$ cat config.mk
export PLATFORM = sky130hd
export DESIGN_NAME = pin_change_irq
export DESIGN_NICKNAME = d
export VERILOG_FILES = /design/src/rtl/pin_change_irq.sv
export SDC_FILE = /design/constraint.sdc
export NUM_CORES = 1
export LEC_CHECK = 0
export ABC_AREA = 1
export BUFFER_PORTS_ARGS = -buffer_cell sky130_fd_sc_hd__buf_4
export CAP_MARGIN = 20
export CORE_MARGIN = 5
export CORE_UTILIZATION = 26
export DETAILED_ROUTE_END_ITERATION = 16
export PLACE_DENSITY = 0.42
export SYNTH_ARGS = -nofsm -noshare
export SYNTH_HDL_FRONTEND = slang
export SYNTH_SLANG_ARGS = --single-unit
$ cat constraint.sdc
create_clock -name clk -period 1.86 [get_ports clk]
set_input_delay 0.186 -clock clk [delete_from_list [all_inputs] [get_ports clk]]
set_output_delay 0.186 -clock clk [all_outputs]
set_load 0.05 [all_outputs]
$ cat src/rtl/pin_change_irq.sv
module pin_change_irq #(
  parameter int G0_W        = 8,
  parameter int G1_W        = 5,
  parameter int SYNC_STAGES = 2,
  parameter int DW          = 8
) (
  input  logic                 clk,
  input  logic                 rst_n,
  input  logic [G0_W+G1_W-1:0] pins,
  input  logic [1:0]           bus_addr,
  input  logic                 bus_wr,
  input  logic [DW-1:0]        bus_wdata,
  output logic [DW-1:0]        bus_rdata,
  input  logic                 global_ie,
  input  logic [1:0]           irq_ack,
  output logic [1:0]           irq_req
);
  localparam int NPINS = G0_W + G1_W;
  localparam int M1_W  = G1_W + 1;
  localparam int LAST  = SYNC_STAGES - 1;

  logic [NPINS-1:0] sync_q [SYNC_STAGES];
  logic [NPINS-1:0] prev_q;
  logic [G0_W-1:0]  mask0_q;
  logic [M1_W-1:0]  mask1_q;
  logic [1:0]       gen_q, flag_q;

  wire [NPINS-1:0] chg = sync_q[LAST] ^ prev_q;
  wire [1:0] trig = {gen_q[1] & |(chg[NPINS-1:G0_W] & mask1_q[G1_W-1:0]),
                     gen_q[0] & |(chg[G0_W-1:0] & mask0_q)};
  wire wr_m0 = bus_wr && bus_addr == 2'd0;
  wire wr_m1 = bus_wr && bus_addr == 2'd1;
  wire wr_en = bus_wr && bus_addr == 2'd2;
  wire wr_fl = bus_wr && bus_addr == 2'd3;
  wire [1:0] clr = irq_ack | (wr_fl ? bus_wdata[1:0] : 2'b00);

  always_ff @(posedge clk or negedge rst_n) begin
    if (!rst_n) begin
      for (int i = 0; i < SYNC_STAGES; i++) sync_q[i] <= '0;
      prev_q <= '0;
    end else begin
      sync_q[0] <= pins;
      for (int i = 1; i < SYNC_STAGES; i++) sync_q[i] <= sync_q[i-1];
      prev_q <= sync_q[LAST];
    end
  end

  always_ff @(posedge clk or negedge rst_n) begin
    if (!rst_n) begin
      mask0_q <= '0;
      mask1_q <= '0;
      gen_q   <= '0;
      flag_q  <= '0;
    end else begin
      if (wr_m0) mask0_q <= bus_wdata[G0_W-1:0];
      if (wr_m1) mask1_q <= bus_wdata[M1_W-1:0];
      if (wr_en) gen_q   <= bus_wdata[1:0];
      flag_q <= (flag_q & ~clr) | trig;
    end
  end

  always_comb begin
    bus_rdata = '0;
    case (bus_addr)
      2'd0: bus_rdata[G0_W-1:0] = mask0_q;
      2'd1: bus_rdata[M1_W-1:0] = mask1_q;
      2'd2: bus_rdata[1:0]      = gen_q;
      default: bus_rdata[1:0]   = flag_q;
    endcase
  end

  assign irq_req = flag_q & gen_q & {2{global_ie}};

  generate
    for (genvar g = 0; g < 2; g++) begin : g_chk
      AST_TRIG_WINS: assert property (@(posedge clk) disable iff (!rst_n)
        trig[g] |=> flag_q[g]);
      AST_NO_SPURIOUS: assert property (@(posedge clk) disable iff (!rst_n)
        (!flag_q[g] && !trig[g]) |=> !flag_q[g]);
      AST_ACK_CLEARS: assert property (@(posedge clk) disable iff (!rst_n)
        (irq_ack[g] && !trig[g]) |=> !flag_q[g]);
      AST_W1C_CLEARS: assert property (@(posedge clk) disable iff (!rst_n)
        (wr_fl && bus_wdata[g] && !trig[g]) |=> !flag_q[g]);
      AST_ZERO_KEEPS: assert property (@(posedge clk) disable iff (!rst_n)
        (flag_q[g] && !irq_ack[g] && !(wr_fl && bus_wdata[g])) |=> flag_q[g]);
      AST_GIE_GATES: assert property (@(posedge clk) disable iff (!rst_n)
        !global_ie |-> !irq_req[g]);
    end
  endgenerate

  AST_RSVD_ZERO: assert property (@(posedge clk) disable iff (!rst_n)
    (bus_addr == 2'd1) |-> bus_rdata[DW-1:M1_W] == '0);
endmodule

==> results.py <==
metrics = {
    "status": {
        "run_status": "completed",
    },
    "critical_path": {
        "timing.critical_path.to_type": "output port",
        "cp-endpoint": "bus_rdata[1]",
        "worstReg2RegStart": "prev_q[10]",
        "worst_r2r_path_depth": 5,
        "r2r_slack_ps": 730,
        "criticalPathCategory": "reg2out",
        "worstPathRequired_ps": 1670,
        "critical-path-max-stage-delay_ps": 390,
        "regToRegEndpoint": "flag_q[1]",
        "startpoint_type": "flop",
        "critical_path.max_fanout": 4,
        "slowest_cell_on_the_critical_path": "sky130_fd_sc_hd__dfrtp_1",
        "startpoint": "gen_q[1]",
        "crit_chain": "o21ai_0 > a32oi_1 > buf_4",
        "cp_data_arrival_time_ps": 1260,
    },
    "sta": {
        "maxClockFrequency_mhz": 690,
        "tightestPinTransition_ps": 726,
        "finalHoldViolations": 0,
        "setup_viol_count_final": 0,
        "fin_crit_sh_pct": 77.9,
        "period_needed_ps": 1450,
        "clock_skew_ps": 6.03,
        "post_route_worst_hold_slack_ps": 94.4,
        "rsz0062_at_grt": "no",
        "timing.max_slew.rel_slack_pct": 51.6,
        "drv_slew": 0,
        "setup_tns_ps": 0,
    },
    "layout": {
        "layout_common_cells": "57 x sky130_fd_sc_hd__dfrtp_1, 55 x sky130_fd_sc_hd__nand2_1, 38 x sky130_fd_sc_hd__buf_4",
        "diodes": 0,
        "mostFrequentLayoutCell": "sky130_fd_sc_hd__dfrtp_1",
        "stdcell_count": 374,
        "design.final.nets": 293,
        "area_delta_synth_final_pct": 33.8,
        "drive_above_1_share_pct": 29.4,
    },
    "synthesis": {
        "syn_area_per_cell_um2": 10.6,
        "synth_top_cell_area_share_pct": 66.1,
        "postSynthCellCount": 203,
        "synthDistinctLibCells": 19,
        "synthesis_stage_register_bit_count": 57,
        "yosys_warnings": 0,
        "synth.net_count": 232,
        "synth_sequential_area_ratio_pct": 66.1,
        "synthesis.area_mm2": 0.00216,
        "netlist_top_cells_area": "sky130_fd_sc_hd__dfrtp_1 66%, sky130_fd_sc_hd__nand2_1 9.6%, sky130_fd_sc_hd__inv_1 5.4%",
        "synth_top_cell_by_area": "sky130_fd_sc_hd__dfrtp_1",
    },
    "power_and_ir_drop": {
        "netSwitchingFraction_pct": 27.1,
        "internal_dissipation_w": 0.00217,
        "leakage_nw": 1.47,
        "share_seq_of_total_power_pct": 47.7,
        "worst_vdd_ir_v": 0.000429,
        "power.clock.fraction_pct": 38.0,
        "areal_power_density_over_the_cells_mw_per_mm2": 1030,
        "power.net_switching_w": 0.000809,
        "gate_power_share_pct": 14.3,
    },
    "detailed_routing": {
        "drtAntennaViolNets": 0,
        "vias": 1496,
        "initial_drc_count": 48,
        "wire_per_inst_um": 11.0,
        "avgViaCountPerCell": 4.00,
        "dr.pass1.iters": 4,
        "drt-total-wl_mm": 4.13,
        "drc_errors": 0,
    },
    "clock_tree": {
        "clock_insertion_delay_worst_skew_ps": 320,
        "cts_htree_levels": 3,
        "cts_tree": "built",
        "max-clock-path-buffers": 2,
        "cts.repair.resized": 0,
        "cts_buffers": 9,
        "post_cts_hold_buffer_count": 14,
        "cts.reportedPaths.clkPinSlew_ps": 70,
        "post_cts.repair.setup_buffers": 0,
        "clock_sinks": 57,
        "root_buffer": "sky130_fd_sc_hd__clkbuf_8",
    },
    "job": {
        "drv.max_cap_violation_count": 0,
    },
    "die": {
        "die_w_um": 101,
        "area_of_the_die_mm2": 0.0102,
        "coreArea_mm2": 0.00813,
        "core.rowCount": 33,
        "die_height_um": 101,
        "floorplan.initialDensity_pct": 26.5,
        "ioPinCount": 39,
    },
    "global_route": {
        "grt_pass1_wl_mm": 7.30,
        "grt_start_max_net_pins": 58,
        "grt.overflow.total": 0,
        "groute.usage.overall_pct": 9.52,
        "antenna_violations_before_repair": 0,
        "via_count_of_the_first_global_routing_pass": 1571,
    },
    "place": {
        "placement.io_buffers": 38,
        "post-dp-hpwl_mm": 2.82,
        "place.gp.congestion": 0.707,
        "dp_cells": 344,
    },
    "hold_path": {
        "hold_start": "bus_wdata[6]",
        "hp-class": "in2reg",
        "worst_hold_path_cells": 3,
    },
}
[synth_stat cells]
library cell	number
sky130_fd_sc_hd__o21ai_0	4
sky130_fd_sc_hd__a32oi_1	1
sky130_fd_sc_hd__or2_2	3
sky130_fd_sc_hd__a21oi_2	2
sky130_fd_sc_hd__o21ai_1	1
sky130_fd_sc_hd__dfrtp_1	57
sky130_fd_sc_hd__nand3_1	16
sky130_fd_sc_hd__buf_6	2
sky130_fd_sc_hd__nand2_1	55
sky130_fd_sc_hd__and3_1	1
sky130_fd_sc_hd__o21ai_2	11
sky130_fd_sc_hd__nand4_1	1
sky130_fd_sc_hd__inv_2	1
sky130_fd_sc_hd__a22o_2	4
sky130_fd_sc_hd__inv_1	31
sky130_fd_sc_hd__a31oi_1	2
sky130_fd_sc_hd__nor2_1	7
sky130_fd_sc_hd__nand2_4	2
sky130_fd_sc_hd__nor2_4	2
[worst max-delay path, delay by kind of cell (launching register included)]
family,cells,cell delay [ps]
AOI/OAI and AO/OA,2,310
buffers and inverters,1,230
DFF,1,390
[area by class of cell]
cell class	count	area [um2]
Clock buffer	10	138
Clock inverter	6	57.6
Timing Repair Buffer	52	425
Sequential cell	57	1430
Tap cell	105	131
Multi-Input combinational cell	112	589
Fill cell	832	5250
Inverter	32	120
[logic make-up after synthesis]
family	count (synthesis)	synth area share (%)
AND/OR/NAND/NOR	87	18.0
buffers and inverters	34	6.61
flip-flops	57	66.1
AO/OA/AOI/OAI	25	9.28
[flip-flops by register name, summed over array words and instances (netlist names)]
| register | count |
|---|---|
| sync_q | 26 |
| mask0_q | 8 |
| mask1_q | 6 |
| gen_q | 2 |
| flag_q | 2 |
| prev_q | 13 |
[stage by stage]
| step | area, um2 | worst slack, ps | total power [W] | util (%) |
|---|---|---|---|---|
| after CTS | 2890 | 384 | 0.00304 | 35.5 |
| after global routing | 2890 | 253 | 0.00316 | 35.5 |
| after global placement | 2550 | 619 | 0.00186 | 31.4 |
| final | 2890 | 411 | 0.00298 | 35.5 |
| after detailed placement | 2550 | 574 | 0.00186 | 31.4 |
| after floorplan | 2160 | 357 | 0.00169 | - |
[per-layer routing]
layer | vias to the layer above | part of all wire, % | global-route usage (%)
li1 | 761 | - | -
met1 | 693 | 47 | 12.0
met2 | 32 | 45 | 14.1
met3 | 10 | 5.7 | 2.91
met4 | 0 | 2.6 | 6.13
met5 | - | 0 | 0
[worst min path at each step]
stage                 end  slack, ps
2_1_floorplan   flag_q[0]       -110
3_3_place_gp   sync_q[17]        300
3_5_place_dp    sync_q[7]        300
4_1_cts        mask0_q[6]         70
5_1_grt        mask0_q[6]         90
6_report       mask0_q[6]         90
[power groups by stage]
| stage | Sequential, W | Combinational (W) | Clock, W |
|---|---|---|---|
| CTS | 0.00143 | 0.000435 | 0.00118 |
| global route | 0.00144 | 0.000479 | 0.00124 |
| finish | 0.00142 | 0.000425 | 0.00113 |
| detailed placement | 0.00145 | 0.000410 | 0 |
| floorplan | 0.00142 | 0.000268 | 0 |
| global placement | 0.00145 | 0.000410 | 0 |
(Power assumes the default switching activity.)
